<file path="config.mk">
export PLATFORM = sky130hd
export DESIGN_NAME = csi_dt_filter
export DESIGN_NICKNAME = d
export VERILOG_FILES = /design/src/rtl/csi_dt_filter_pkg.sv /design/src/rtl/dtf_sat_counter.sv /design/src/rtl/dtf_cfg_regs.sv /design/src/rtl/dtf_pkt_fsm.sv /design/src/rtl/csi_dt_filter.sv
export SDC_FILE = /design/constraint.sdc
export NUM_CORES = 1
export LEC_CHECK = 0
export BUFFER_PORTS_ARGS = -buffer_cell sky130_fd_sc_hd__buf_4
export CAP_MARGIN = 20
export CORE_MARGIN = 8
export CORE_UTILIZATION = 45
export CTS_CLUSTER_DIAMETER = 200
export DETAILED_ROUTE_END_ITERATION = 7
export PLACE_DENSITY = 0.9
export SLEW_MARGIN = 30
export SYNTH_ARGS = -nofsm -noshare
export SYNTH_HDL_FRONTEND = slang
export SYNTH_HIERARCHICAL = 1
export SYNTH_SLANG_ARGS = --single-unit
</file>
<file path="constraint.sdc">
create_clock -name clk -period 5 [get_ports clk]
set_input_delay 0.75 -clock clk [delete_from_list [all_inputs] [get_ports clk]]
set_output_delay 0.75 -clock clk [all_outputs]
set_load 0.02 [all_outputs]
</file>
<file path="src/rtl/csi_dt_filter_pkg.sv">
`timescale 1ns/1ps
package csi_dt_filter_pkg;

    localparam int DT_W   = 6;
    localparam int ADDR_W = 2;

    // register word addresses
    localparam logic [ADDR_W-1:0] A_CTRL   = 2'd0;
    localparam logic [ADDR_W-1:0] A_DTYPE  = 2'd1;
    localparam logic [ADDR_W-1:0] A_DROPS  = 2'd2;
    localparam logic [ADDR_W-1:0] A_SHADOW = 2'd3;

    // control register bit positions
    localparam int B_EN      = 0;
    localparam int B_SWRST   = 1;
    localparam int B_LANE_LO = 8;
    localparam int B_MODE_LO = 10;
    localparam int B_SPARE   = 14;
    localparam int B_UPD     = 16;

    // shadow readback positions
    localparam int B_SHMODE_LO = 8;

    localparam logic [1:0] MODE_BY_TYPE = 2'b01;

    localparam logic [DT_W-1:0] DT_FRAME_START = 6'h00;
    localparam logic [DT_W-1:0] DT_FRAME_END   = 6'h01;
    localparam logic [DT_W-1:0] DT_RESET       = 6'h2C;

    typedef enum logic [1:0] {
        ST_OFF,
        ST_HEAD,
        ST_PASS,
        ST_DROP
    } seq_state_t;

endpackage

</file>
<file path="src/rtl/dtf_sat_counter.sv">
`timescale 1ns/1ps
module dtf_sat_counter #(
    parameter int W = 16
) (
    input  logic         clk,
    input  logic         rst_n,
    input  logic         clr,
    input  logic         inc,
    output logic [W-1:0] value
);
    localparam logic [W-1:0] TOP = '1;

    logic [W-1:0] cnt_q;

    always_ff @(posedge clk or negedge rst_n) begin
        if (!rst_n) begin
            cnt_q <= '0;
        end else if (clr) begin
            cnt_q <= '0;
        end else if (inc && cnt_q != TOP) begin
            cnt_q <= cnt_q + 1'b1;
        end
    end

    assign value = cnt_q;
endmodule

</file>
<file path="src/rtl/dtf_cfg_regs.sv">
`timescale 1ns/1ps
module dtf_cfg_regs
    import csi_dt_filter_pkg::*;
#(
    parameter int REG_W = 32,
    parameter int CNT_W = 16
) (
    input  logic              clk,
    input  logic              rst_n,
    input  logic              reg_we,
    input  logic [ADDR_W-1:0] reg_addr,
    input  logic [REG_W-1:0]  reg_wdata,
    output logic [REG_W-1:0]  reg_rdata,
    input  logic              commit_ok,
    input  logic [CNT_W-1:0]  drop_count,
    output logic              en,
    output logic              sw_rst,
    output logic              filter_on,
    output logic [DT_W-1:0]   sh_dt,
    output logic              upd_pend
);
    logic            en_q;
    logic [1:0]      lanes_q;
    logic [1:0]      mode_q;
    logic            spare_q;
    logic            pend_q;
    logic [DT_W-1:0] wdt_q;
    logic [1:0]      sh_mode_q;
    logic [DT_W-1:0] sh_dt_q;

    logic ctrl_wr;
    logic dt_wr;
    logic unused_wbits;

    assign ctrl_wr = reg_we && (reg_addr == A_CTRL);
    assign dt_wr   = reg_we && (reg_addr == A_DTYPE);
    assign unused_wbits = ^{reg_wdata[REG_W-1:B_UPD+1], reg_wdata[B_SPARE+1],
                            reg_wdata[B_SPARE-1:B_MODE_LO+2],
                            reg_wdata[B_LANE_LO-1:B_SWRST+1]};

    always_ff @(posedge clk or negedge rst_n) begin
        if (!rst_n) begin
            en_q      <= 1'b0;
            lanes_q   <= 2'b00;
            mode_q    <= 2'b00;
            spare_q   <= 1'b1;
            pend_q    <= 1'b0;
            wdt_q     <= DT_RESET;
            sh_mode_q <= 2'b00;
            sh_dt_q   <= DT_RESET;
        end else begin
            if (pend_q && commit_ok) begin
                sh_mode_q <= mode_q;
                sh_dt_q   <= wdt_q;
                pend_q    <= 1'b0;
            end
            if (ctrl_wr) begin
                en_q    <= reg_wdata[B_EN];
                lanes_q <= reg_wdata[B_LANE_LO +: 2];
                mode_q  <= reg_wdata[B_MODE_LO +: 2];
                spare_q <= reg_wdata[B_SPARE];
                if (reg_wdata[B_UPD]) begin
                    pend_q <= 1'b1;
                end
            end
            if (dt_wr) begin
                wdt_q <= reg_wdata[DT_W-1:0];
            end
        end
    end

    always_comb begin
        reg_rdata = '0;
        unique case (reg_addr)
            A_CTRL: begin
                reg_rdata[B_EN]          = en_q;
                reg_rdata[B_LANE_LO +: 2] = lanes_q;
                reg_rdata[B_MODE_LO +: 2] = mode_q;
                reg_rdata[B_SPARE]       = spare_q;
                reg_rdata[B_UPD]         = pend_q;
            end
            A_DTYPE:  reg_rdata[DT_W-1:0]  = wdt_q;
            A_DROPS:  reg_rdata[CNT_W-1:0] = drop_count;
            A_SHADOW: begin
                reg_rdata[DT_W-1:0]          = sh_dt_q;
                reg_rdata[B_SHMODE_LO +: 2] = sh_mode_q;
            end
        endcase
    end

    assign en        = en_q;
    assign sw_rst    = ctrl_wr && reg_wdata[B_SWRST];
    assign filter_on = (sh_mode_q == MODE_BY_TYPE);
    assign sh_dt     = sh_dt_q;
    assign upd_pend  = pend_q;
endmodule

</file>
<file path="src/rtl/dtf_pkt_fsm.sv">
`timescale 1ns/1ps
module dtf_pkt_fsm
    import csi_dt_filter_pkg::*;
(
    input  logic            clk,
    input  logic            rst_n,
    input  logic            en,
    input  logic            sw_rst,
    input  logic            filter_on,
    input  logic [DT_W-1:0] sh_dt,
    input  logic            in_valid,
    input  logic            in_sop,
    input  logic            in_eop,
    input  logic [DT_W-1:0] in_dt,
    input  logic            out_ready,
    output logic            in_ready,
    output logic            out_valid,
    output logic            out_sop,
    output logic            drop_hdr,
    output logic            commit_ok
);
    seq_state_t state_q, state_d;
    logic       frame_q, frame_d;

    logic is_short;
    logic hdr_keep;
    logic take;
    logic at_head;
    logic fs_take;

    assign is_short = (in_dt[DT_W-1:DT_W-2] == 2'b00);
    assign hdr_keep = is_short || !filter_on || (in_dt == sh_dt);
    assign at_head  = (state_q == ST_HEAD);
    assign take     = in_valid && in_ready;

    // state register
    always_ff @(posedge clk or negedge rst_n) begin
        if (!rst_n) begin
            state_q <= ST_OFF;
            frame_q <= 1'b0;
        end else begin
            state_q <= state_d;
            frame_q <= frame_d;
        end
    end

    // next state
    always_comb begin
        state_d = state_q;
        frame_d = frame_q;
        if (!en) begin
            state_d = ST_OFF;
            frame_d = 1'b0;
        end else if (sw_rst) begin
            state_d = ST_HEAD;
            frame_d = 1'b0;
        end else begin
            unique case (state_q)
                ST_OFF: state_d = ST_HEAD;
                ST_HEAD: begin
                    if (take) begin
                        if (in_sop && in_dt == DT_FRAME_START) frame_d = 1'b1;
                        if (in_sop && in_dt == DT_FRAME_END)   frame_d = 1'b0;
                        if (!in_eop) begin
                            state_d = (in_sop && hdr_keep) ? ST_PASS : ST_DROP;
                        end
                    end
                end
                ST_PASS: if (take && in_eop) state_d = ST_HEAD;
                ST_DROP: if (take && in_eop) state_d = ST_HEAD;
            endcase
        end
    end

    // outputs
    always_comb begin
        in_ready  = 1'b1;
        out_valid = 1'b0;
        out_sop   = 1'b0;
        if (en) begin
            unique case (state_q)
                ST_OFF: in_ready = 1'b1;
                ST_HEAD: begin
                    if (in_sop && hdr_keep) begin
                        out_valid = in_valid;
                        out_sop   = 1'b1;
                        in_ready  = out_ready;
                    end
                end
                ST_PASS: begin
                    out_valid = in_valid;
                    in_ready  = out_ready;
                end
                ST_DROP: in_ready = 1'b1;
            endcase
        end
    end

    assign fs_take   = en && at_head && take && in_sop && (in_dt == DT_FRAME_START);
    assign drop_hdr  = en && at_head && take && in_sop && !hdr_keep;
    assign commit_ok = (state_q == ST_OFF) || (at_head && !frame_q) || fs_take;
endmodule

</file>
<file path="src/rtl/csi_dt_filter.sv">
`timescale 1ns/1ps
module csi_dt_filter
    import csi_dt_filter_pkg::*;
#(
    parameter int DATA_W = 32,
    parameter int REG_W  = 32,
    parameter int CNT_W  = 16
) (
    input  logic              clk,
    input  logic              rst_n,
    input  logic              reg_we,
    input  logic [ADDR_W-1:0] reg_addr,
    input  logic [REG_W-1:0]  reg_wdata,
    output logic [REG_W-1:0]  reg_rdata,
    input  logic              in_valid,
    output logic              in_ready,
    input  logic              in_sop,
    input  logic              in_eop,
    input  logic [DATA_W-1:0] in_data,
    output logic              out_valid,
    input  logic              out_ready,
    output logic              out_sop,
    output logic              out_eop,
    output logic [DATA_W-1:0] out_data
);
    logic            en_w;
    logic            sw_rst_w;
    logic            filter_on_w;
    logic [DT_W-1:0] sh_dt_w;
    logic            upd_pend_w;
    logic            commit_ok_w;
    logic            drop_hdr_w;
    logic [CNT_W-1:0] drops_w;

    dtf_cfg_regs #(.REG_W(REG_W), .CNT_W(CNT_W)) i_regs (
        .clk        (clk),
        .rst_n      (rst_n),
        .reg_we     (reg_we),
        .reg_addr   (reg_addr),
        .reg_wdata  (reg_wdata),
        .reg_rdata  (reg_rdata),
        .commit_ok  (commit_ok_w),
        .drop_count (drops_w),
        .en         (en_w),
        .sw_rst     (sw_rst_w),
        .filter_on  (filter_on_w),
        .sh_dt      (sh_dt_w),
        .upd_pend   (upd_pend_w)
    );

    dtf_pkt_fsm i_fsm (
        .clk       (clk),
        .rst_n     (rst_n),
        .en        (en_w),
        .sw_rst    (sw_rst_w),
        .filter_on (filter_on_w),
        .sh_dt     (sh_dt_w),
        .in_valid  (in_valid),
        .in_sop    (in_sop),
        .in_eop    (in_eop),
        .in_dt     (in_data[DT_W-1:0]),
        .out_ready (out_ready),
        .in_ready  (in_ready),
        .out_valid (out_valid),
        .out_sop   (out_sop),
        .drop_hdr  (drop_hdr_w),
        .commit_ok (commit_ok_w)
    );

    dtf_sat_counter #(.W(CNT_W)) i_drops (
        .clk   (clk),
        .rst_n (rst_n),
        .clr   (sw_rst_w),
        .inc   (drop_hdr_w),
        .value (drops_w)
    );

    assign out_data = in_data;
    assign out_eop  = in_eop;
endmodule

</file>
==> summary.md, run 1 <==
| Metric | Value |
|---|---|
| Fin area | slightly above 0.003 mm2 |
| P_leak | between 1 and 1.5 nW |
| Largest net degree at the start of global routing | between 40 and 50 |
| Reg2reg end | i_drops/value[3] |
| CP Capture Point | i_drops/value[3] |
| Switching Fraction | around a third |
| CP Class | register to register |
| R2R Setup Slk | about 2000 ps |
| Gate power share | 31.6% |
| Status | complete, no violations |
| Crit path DAT | ~3200 ps |
| Most frequent cells in the layout | buf_4, dfrtp_1, mux2_2, conb_1, a21oi_1 |
| Register share of total power | approximately 43% |
| Via/cell ratio | 5.62 |
| Post-synthesis sequential area ratio | 36.0% |
| I/O pins | 141 |
| Max FO, Critical Path | 22 |
| Quantity of hold-fixing buffers added after cts | 0 |
| Max_cap viols | 0 |
| Synth top area cells | dfrtp_1, buf_4, mux2_2, dfstp_2, a21oi_1 |
| R2R depth | 7 |
| Cts bufs inserted | 5 |
| Syn. warnings | 6 |
| Fillcell total | 538 |
| Pwr/cell area | roughly 350 mW/mm2 |
| Top cell type's share of synthesized area | between 20% and 30% |
| Final HPWL DP | slightly below 5000 um |
| Crit path depth | 7 |
| H-tree levels | 2 |
| Worst path top cell family by delay | simple AND/OR/NAND/NOR gates |
| Die area | 0.00901 mm2 |
| Vias | 2084 |
| RSZ-0062 raised after global routing | no |
| Total Wirelength | about 6400 um |
| Vias in the first global route | roughly 2.2k |
| Seq. cell area | roughly 0.0010 mm2 |
| Tot Pwr | 1.06 mW |
| Max Fclk | approximately 330 MHz |
| Crit-path cells | inv_1, ha_1, nand3_1, nor3_1, inv_1, or4_2, a21oi_1 |
| Pint | ~0.71 mW |
| Buf/Inv on CP | 2 |
| RR Startpoint | i_fsm/state_q[1] |
| Hold Fails Final Rpt | 0 |
| Root Driver | clkbuf_8 |
| Synth Flop Type | dfrtp_1 |
| Peak VDD IR | between 0.0002 and 0.0003 V |
| Area growth syn-to-layout | 8.71% |
| Worst min path class | input port to asynchronous set/reset pin |
| Synth unique cells | 49 |
| DRC errors left | 0 |
| Seq cells post-synth | 40 |
| Clock slew at reported path FFs | 90 ps |
| Post-CTS sizing | 0 |
| Port bufs | between 50 and 60 |
| Share of cells above drive strength 1 | 37.2% |
| Setup bufs post-CTS | 0 |
| TritonRoute pass-1 iters | 4 |
| Area occupied by multi-input gates | between 0.001 and 0.0015 mm2 |
| Final setup vio count | 0 |
| Switch Pwr | approximately 0.35 mW |
| WL per Instance | ~17 um |
| Post-Syn Area | between 0.002 and 0.003 mm2 |
| Leading area contributor after synthesis | dfrtp_1 |
| Drt first-iter violations | 124 |
| Post-DRT Antenna Nets | 0 |
| Syn Inst Count | 278 |
| Clock sinks | 40 |
| Nets | between 300 and 400 |
| Crit path time final | ~3000 ps |
| Pre-CTS setup slack | roughly 1800 ps |
| Initial Util | 47.1% |
| Largest stage delay, worst path | around 740 ps |
| Die Y | between 90 and 100 um |
| Worst Setup End Kind | register |
| Fin crit share | around three fifths |
| First-pass GRT wire length | 10500 um |
| Clock Skew | 10.6 ps |
| Worst Setup SP | i_fsm/state_q[1] |
| Max-slew violations | 0 |
| Gpl congestion | just over 0.8 |
| Post-synth EDFFs | 0 |
| Die W | 94.9 um |
| Max-slew headroom | about 44% |
| FP Rows | 28 |
| Startpoint class of the critical path | register |
| Measured slew at the worst slew-check pin | between 800 and 900 ps |
| Grt ovf | 0 |
| Clk network pwr share | between 20 and 30% |
| Antenna violations before repair | 0 |
| TritonCTS clock tree | built |
| Ys async rst share | between 90% and 100% |
| Syn_area_per_cell | between 10 and 15 um2 |
| Core box area | about 0.0060 mm2 |
| Setup WS post-layout | around 2000 ps |
| N_diodes | 0 |
| Most used cell, CP | inv_1 |
| Bufs on Longest Clock Path | 2 |
| Global-route usage over all layers | between 10% and 20% |
| Post-DP Area | approximately 0.003 mm2 |
| CP Data Required Time | 5220 ps |
| Post-Route Setup TNS | 0 ps |
| Clock Latency Late Sink | approximately 310 ps |
| Slowest-stage cell, CP | or4_2 |
| Commonest non-fill, non-tap cell in the layout | buf_4 |
[power by group through the flow]
stage	registers, mW	logic [mW]	clock network (mW)
global placement	0.450	0.320	0
CTS	0.450	0.338	0.283
finish	0.451	0.335	0.275
detailed placement	0.456	0.334	0
floorplan	0.438	0.282	0
global route	0.459	0.365	0.293
[stage by stage]
step	util [%]	instances	hold WS (ps)
6_report	51.2	371	404
5_1_grt	51.2	371	457
4_1_cts	51.2	371	425
3_5_place_dp	49.2	363	500
3_3_place_gp	49.2	363	495
2_1_floorplan	-	292	454
[final cells by class]
type	count	area share, %
Inverter	9	1.11
Clock inverter	3	1.52
Multi-Input combinational cell	186	45.8
Timing Repair Buffer	53	13.1
Tap cell	75	3.08
Clock buffer	5	2.26
Sequential cell	40	33.1
[cells by family after synthesis]
family                     count (synthesis)  share of synthesized area [%]
and+or+nand+nor                           80                           17.9
buffers and inverters                     66                           16.0
AOI/OAI and AO/OA                         44                           11.2
DFF                                       40                           36.0
muxes                                     37                           15.0
xor gates and xnor gates                   6                           1.87
adders and majority gates                  4                           1.79
other                                      1                          0.134
[synth_stat cells (all sizes together), types with 2 or more instances]
| library cell | n |
|---|---|
| dfrtp | 33 |
| a22o | 8 |
| nand3b | 2 |
| a21oi | 15 |
| nand3 | 8 |
| ha | 4 |
| nand2 | 10 |
| and2 | 7 |
| dfstp | 7 |
| mux2i | 5 |
| mux2 | 31 |
| inv | 9 |
| nor2b | 9 |
| nand4 | 8 |
| or4 | 7 |
| and4 | 2 |
| and3 | 2 |
| buf | 52 |
| xnor2 | 6 |
| nor3 | 3 |
| nor2 | 10 |
| o21ai | 7 |
| o31ai | 8 |
| clkbuf | 5 |
| or3 | 3 |
| nor4 | 5 |
[worst min-delay path by stage]
stage,startpoint,end,depth (start not counted)
2_1_floorplan,rst_n,i_drops/value[0],0
3_3_place_gp,i_regs/lanes_q[0],i_regs/lanes_q[0],1
3_5_place_dp,i_regs/lanes_q[1],i_regs/lanes_q[1],1
4_1_cts,rst_n,i_drops/value[1],1
5_1_grt,rst_n,i_drops/value[1],1
6_report,rst_n,i_drops/value[1],1
[per-layer routing]
metal  vias to the layer above  track usage, %  part of all wire [%]  wire length (um)
met5                         -               0                     0                 0
met3                        22            4.52                   8.7               560
met2                        82            24.4                    49              3150
li1                        975               -                     -                 -
met1                      1005            16.7                    39              2540
met4                         0            7.15                   2.8               183
[registers in the layout, summed over array words and instances (netlist names)]
signal	cells
i_drops/value	16
i_regs/sh_dt	6
i_regs/wdt_q	6
i_fsm/state_q	2
i_regs/lanes_q	2
i_regs/mode_q	2
i_regs/sh_mode_q	2
i_fsm/frame_q	1
i_regs/en	1
i_regs/spare_q	1
i_regs/upd_pend	1
(Power assumes the default switching activity.)
==> run 2, diff against run 1 <==
Settings changed: ABC_AREA from default to 1, PLACE_DENSITY 0.9 to 0.89.
Clock period 5 ns to 3 ns, I/O delays scaled along.
==> summary.md, run 2 <==
| Metric | Value |
|---|---|
| Status | complete, no violations |
| WL per Instance | 13.3 um |
| CP Class | register to register |
| Syn. warnings | 6 |
| Ys async rst share | 100% |
| Die Y | ~100 um |
| Tot Pwr | roughly 1.7 mW |
| Leading area contributor after synthesis | dfrtp_1 |
| Cts bufs inserted | 5 |
| RSZ-0062 raised after global routing | no |
| P_leak | around 1.8 nW |
| R2R Setup Slk | around 740 ps |
| Synth top area cells | dfrtp_1, nand2_1, buf_4, nand3_1, inv_1 |
| TritonRoute pass-1 iters | 4 |
| Startpoint class of the critical path | register |
| Crit path time final | between 2000 and 2500 ps |
| Top cell type's share of synthesized area | between 20% and 30% |
| H-tree levels | 2 |
| Initial Util | between 40% and 50% |
| Syn_area_per_cell | around 6.8 um2 |
| Post-DP Area | 0.00321 mm2 |
| Core box area | around 0.0067 mm2 |
| Post-synthesis sequential area ratio | 33.2% |
| Nets | 545 |
| Commonest non-fill, non-tap cell in the layout | nand2_1 |
| Area growth syn-to-layout | 9.56% |
| R2R depth | 13 |
| Max Fclk | approximately 440 MHz |
| RR Startpoint | i_fsm/state_q[0] |
| Gpl congestion | around 0.86 |
| Fin crit share | about 75% |
| Post-CTS sizing | 0 |
| Die W | 98.2 um |
| Worst path top cell family by delay | simple AND/OR/NAND/NOR gates |
| Clock Latency Late Sink | between 300 and 400 ps |
| Fin area | 0.00333 mm2 |
| Most used cell, CP | inv_1 |
| Largest stage delay, worst path | 410 ps |
| Worst Setup End Kind | register |
| Vias in the first global route | 2778 |
| CP Data Required Time | ~3300 ps |
| Port bufs | 53 |
| DRC errors left | 0 |
| Peak VDD IR | about 0.00028 V |
| Die area | 0.00964 mm2 |
| Post-synth EDFFs | 0 |
| Clock slew at reported path FFs | approximately 90 ps |
| Grt ovf | 0 |
| Final HPWL DP | between 5000 and 6000 um |
| Top post-synthesis cells by count | nand2_1, buf_4, inv_1, nand3_1 |
| Clock sinks | 40 |
| Synth Flop Type | dfrtp_1 |
| Max_cap viols | 0 |
| Seq cells post-synth | 40 |
| TritonCTS clock tree | built |
| Pwr/cell area | roughly 520 mW/mm2 |
| Largest net degree at the start of global routing | 41 |
| Post-DRT Antenna Nets | 0 |
| Bufs on Longest Clock Path | 2 |
| First-pass GRT wire length | about 12000 um |
| Max reg flops | 16 |
| Clock Skew | just under 10 ps |
| Global-route usage over all layers | between 10% and 20% |
| Cell with the most instances after synthesis | nand2_1 |
| Most frequent cells in the layout | nand2_1, buf_4, inv_1, nand3_1 |
| Fillcell total | around 660 |
| Hold Fails Final Rpt | 0 |
| Drt first-iter violations | approximately 190 |
| Quantity of hold-fixing buffers added after cts | 0 |
| Total Wirelength | 7290 um |
| Buf/Inv on CP | 5 |
| Syn Inst Count | 445 |
| Synth unique cells | 34 |
| Max-slew violations | 0 |
| Measured slew at the worst slew-check pin | roughly 800 ps |
| Via/cell ratio | approximately 5.1 |
| Worst min path class | input port to asynchronous set/reset pin |
| Final setup vio count | 0 |
| Antenna violations before repair | 0 |
| Share of cells above drive strength 1 | approximately a fifth |
| Max FO, Critical Path | 7 |
| Crit path DAT | between 2000 and 3000 ps |
| Post-Syn Area | between 0.003 and 0.004 mm2 |
| Post-Route Setup TNS | 0 ps |
| FP Rows | 30 |
| Reg2reg end | i_drops/value[10] |
| N_diodes | 0 |
| Slowest-stage cell, CP | dfrtp_1 |
| Max-slew headroom | 45.9% |
| Root Driver | clkbuf_8 |
| Crit-path cells | inv_1, ha_1, inv_1, o2111ai_1, nand2_1, inv_2, nand4_1, nor2_1, inv_1, nor2_1, buf_4, nand4_1, nand2_1 |
| Vias | between 2k and 3k |
| I/O pins | between 100 and 150 |
| Setup bufs post-CTS | 0 |
run 2: cell count changes after synthesis, sizes merged, moves of 6 or more:
cell   before  now
a22o        8    0
and2        7    0
nor2       10   39
o31ai       8    0
nand3       8   42
a21oi      15    2
nor2b       9    0
nand4       8   14
nand2      10  164
mux2       31    0
or4         7    0
inv         9   56
o21ai       7   16
run 2: kinds of logic after synthesis:
kind of cell               after synthesis  synth area share [%]
buffers and inverters                  112                  20.8
and+or+nand+nor                        261                  38.3
other                                    1                 0.123
xor gates and xnor gates                 5                  1.44
DFF                                     40                  33.2
adders and majority gates                4                  1.65
AOI/OAI and AO/OA                       22                  4.49
run 2: worst max-delay path by stage:
stage	slack, ps	end	start	cells after the start
floorplan	890	i_drops/value[2]	i_fsm/state_q[0]	13
global placement	850	i_drops/value[8]	i_fsm/state_q[0]	13
detailed placement	750	i_drops/value[8]	in_data[3]	17
CTS	760	i_drops/value[8]	i_fsm/state_q[0]	13
global route	480	i_drops/value[15]	i_fsm/state_q[0]	13
finish	740	i_drops/value[10]	i_fsm/state_q[0]	13
run 2: where the power goes:
group | internal [mW] | total, mW | switching (mW) | leakage (nW)
Sequential | 0.651 | 0.743 | 0.0922 | 0.513
Combinational | 0.191 | 0.511 | 0.320 | 1.19
Clock | 0.272 | 0.481 | 0.209 | 0.0614
run 2: layout make-up:
type | instances | area (um2) | area share [%]
multi-input combinational | 307 | 1450 | 43.5
sequential | 40 | 1010 | 30.3
timing repair buffer | 58 | 435 | 13.1
inverter | 56 | 213 | 6.39
tap | 80 | 100 | 3.01
clock buffer | 6 | 82.6 | 2.48
clock inverter | 2 | 38.8 | 1.17
run 2: worst reg2reg max path, cell delays in order, from the launching register on:
cell	delay, ps
dfrtp_1	410
inv_1	90
ha_1	140
inv_1	50
o2111ai_1	340
nand2_1	120
inv_2	70
nand4_1	100
nor2_1	310
inv_1	90
nor2_1	150
buf_4	170
nand4_1	100
nand2_1	100
run 2: per-layer routing:
metal | global-route usage [%] | share of wire (%)
met1 | 16.5 | 40
met2 | 25.9 | 48
met3 | 5.33 | 9.2
met4 | 6.49 | 2.3
met5 | 0 | 0
run 2: metrics by stage:
stage,hold slack (ps),util [%],cells,setup slack [ps]
after CTS,119,49.8,549,757
after global placement,453,48.0,541,848
final,100,49.8,549,740
after floorplan,154,-,459,886
after detailed placement,455,48.0,541,747
after global routing,152,49.8,549,477
==> run 3, diff against run 2 <==
Settings changed: ABC_AREA 1 to 0, PLACE_DENSITY 0.89 to 0.9.
Clock period 3 ns to 2.26 ns, I/O delays scaled along.
==> summary.md, run 3 (synthesized netlist as in run 1, its figures left out) <==
| Metric | Value |
|---|---|
| Max Fclk | roughly 440 MHz |
| Final HPWL DP | roughly 5000 um |
| WL per Instance | between 15 and 20 um |
| Peak VDD IR | 0.000593 V |
| Largest stage delay, worst path | ~560 ps |
| Clock Latency Late Sink | about 300 ps |
| Vias in the first global route | ~2.2k |
| Dpl cells | between 300 and 400 |
| Gate power share | between 30% and 40% |
| First-pass GRT wire length | around 11000 um |
| Grt ovf | 0 |
| Via/cell ratio | ~5.7 |
| DRC errors left | 0 |
| Tot Pwr | 2.56 mW |
| Switching Fraction | between 30% and 40% |
| Most used cell, CP | buf_6 |
| TritonCTS clock tree | built |
| Failing checks | negative setup slack |
| Pre-CTS setup slack | -75.9 ps |
| R2R Setup Slk | -2 ps |
| Largest net degree at the start of global routing | between 40 and 50 |
| Cts bufs inserted | 5 |
| Global-route usage over all layers | between 10% and 20% |
| Switch Pwr | between 0.8 and 0.9 mW |
| Max-slew violations | 0 |
| Port bufs | 53 |
| N_diodes | 0 |
| TritonRoute pass-1 iters | 4 |
| Fin crit share | 100% |
| Drt first-iter violations | 154 |
| Share of cells above drive strength 1 | between 50% and 60% |
| Core box area | slightly below 0.006 mm2 |
| Hold Fails Final Rpt | 0 |
| Final cell count without fillers | ~390 |
| Clock sinks | 40 |
| R2R depth | 10 |
| Area growth syn-to-layout | 22.3% |
| Worst min path class | input port to asynchronous set/reset pin |
| Startpoint class of the critical path | register |
| CP Class | register to register |
| Antenna violations before repair | 0 |
| Crit path DAT | approximately 2500 ps |
| Pwr/cell area | between 700 and 800 mW/mm2 |
| Final setup vio count | 1 |
| RSZ-0062 raised after global routing | yes |
| Initial Util | 47.1% |
| Max-slew headroom | between 50 and 60% |
| Vias | 2251 |
| Worst Setup End Kind | register |
| Nets | just under 400 |
| Setup WS post-layout | -2.27 ps |
| Gpl congestion | ~0.87 |
| I/O pins | about 140 |
| Die Y | roughly 95 um |
| Max reg flops | 16 |
| Measured slew at the worst slew-check pin | 684 ps |
| Die W | 94.9 um |
| Max_cap viols | 0 |
| H-tree levels | 2 |
| Register share of total power | between 30% and 40% |
| P_leak | about 1.5 nW |
| Post-DRT Antenna Nets | 0 |
| Commonest non-fill, non-tap cell in the layout | buf_4 |
| Clock slew at reported path FFs | around 80 ps |
| Die area | about 0.0090 mm2 |
| Bufs on Longest Clock Path | 2 |
| RR Startpoint | i_regs/sh_dt[2] |
| Fillcell total | roughly 500 |
| Post-Route Setup TNS | -2.27 ps |
| FP Rows | 28 |
| CP Data Required Time | around 2500 ps |
| Crit path time final | 2260 ps |
| Max FO, Critical Path | 8 |
| Pint | between 1.5 and 2 mW |
| WHS | about 16 ps |
| Reg2reg end | i_regs/sh_dt[0] |
| Slowest-stage cell, CP | dfstp_2 |
| Status | finished, violations left |
| Total Wirelength | 7150 um |
| Crit-path cells | xnor2_1, nand4_1, o221ai_4, buf_6, a21oi_4, nand3_2, o31ai_4, nand2_1, buf_6, mux2_4 |
| Clock Skew | approximately 6.1 ps |
| Root Driver | clkbuf_8 |
| Clk network pwr share | a little under a quarter |
| Most frequent cells in the layout | buf_4, dfrtp_1, mux2_2, conb_1 |
-- run 3: cell count changes in the layout (fill, tap and decap cells not counted), sizes merged, moves of 18 or more --
cell and delta:
mux2 +31, nand3 -34, inv -47, nand2 -154
buf +18, nor2 -29
-- run 3: how the worst max path moves through the flow --
| stage | start | end | slack [ps] | depth (start not counted) |
|---|---|---|---|---|
| final | i_regs/sh_dt[2] | i_regs/sh_dt[0] | -2 | 10 |
| after global routing | i_regs/sh_dt[2] | i_regs/sh_dt[0] | -110 | 10 |
| after CTS | i_regs/sh_dt[3] | out_valid | 20 | 6 |
| after detailed placement | i_fsm/state_q[1] | i_drops/value[7] | -80 | 9 |
| after global placement | i_fsm/state_q[0] | i_drops/value[12] | -10 | 9 |
| after floorplan | i_fsm/state_q[1] | i_drops/value[3] | 20 | 9 |
-- run 3: critical path, delay by kind of cell, from the launching register on --
kind	cells	cell delay, ps
buf+inv	2	310
xor+xnor	1	60
flops	1	560
simple gates	3	340
compound gates	3	590
mux	1	300
-- run 3: layout make-up --
type / count / area (um2) / area share [%]
multi-input cells: 186 / 1590 / 46.4
flip-flops and latches: 40 / 1010 / 29.5
repair buffers: 76 / 589 / 17.2
well taps: 75 / 93.8 / 2.74
clock buffers: 6 / 72.6 / 2.12
inverters: 9 / 36.3 / 1.06
clock inverters: 2 / 35.0 / 1.02
-- run 3: metal layers --
| layer | vias up | wire length, um | global-route usage, % |
|---|---|---|---|
| li1 | 1015 | - | - |
| met1 | 1138 | 2830 | 16.9 |
| met2 | 85 | 3750 | 25.7 |
| met3 | 13 | 463 | 3.57 |
| met4 | 0 | 104 | 7.41 |
| met5 | - | 0 | 0 |
-- run 3: per-stage QoR --
| stage | utilization (%) | instance area, um2 |
|---|---|---|
| 2_1_floorplan | - | 2860 |
| 3_3_place_gp | 51.4 | 3060 |
| 3_5_place_dp | 51.4 | 3060 |
| 4_1_cts | 53.3 | 3170 |
| 5_1_grt | 57.5 | 3430 |
| 6_report | 57.5 | 3430 |
-- run 3: repair_timing --
| item | 4_1_cts | 5_1_grt |
|---|---|---|
| endpoints found under the setup margin | 11 | 20 |
| buffers inserted | 0 | 7 |
| gates resized for setup | 2 | 42 |
| hold buffers | 0 | 0 |
| pin swaps | 2 | 16 |
-- run 3: power groups by stage --
stage,combinational (mW),sequential (mW),clock [mW]
after global placement,0.779,0.996,0
final,0.973,1.00,0.589
after global routing,1.04,1.02,0.623
after CTS,0.811,0.992,0.592
after floorplan,0.630,0.969,0
after detailed placement,0.806,1.01,0
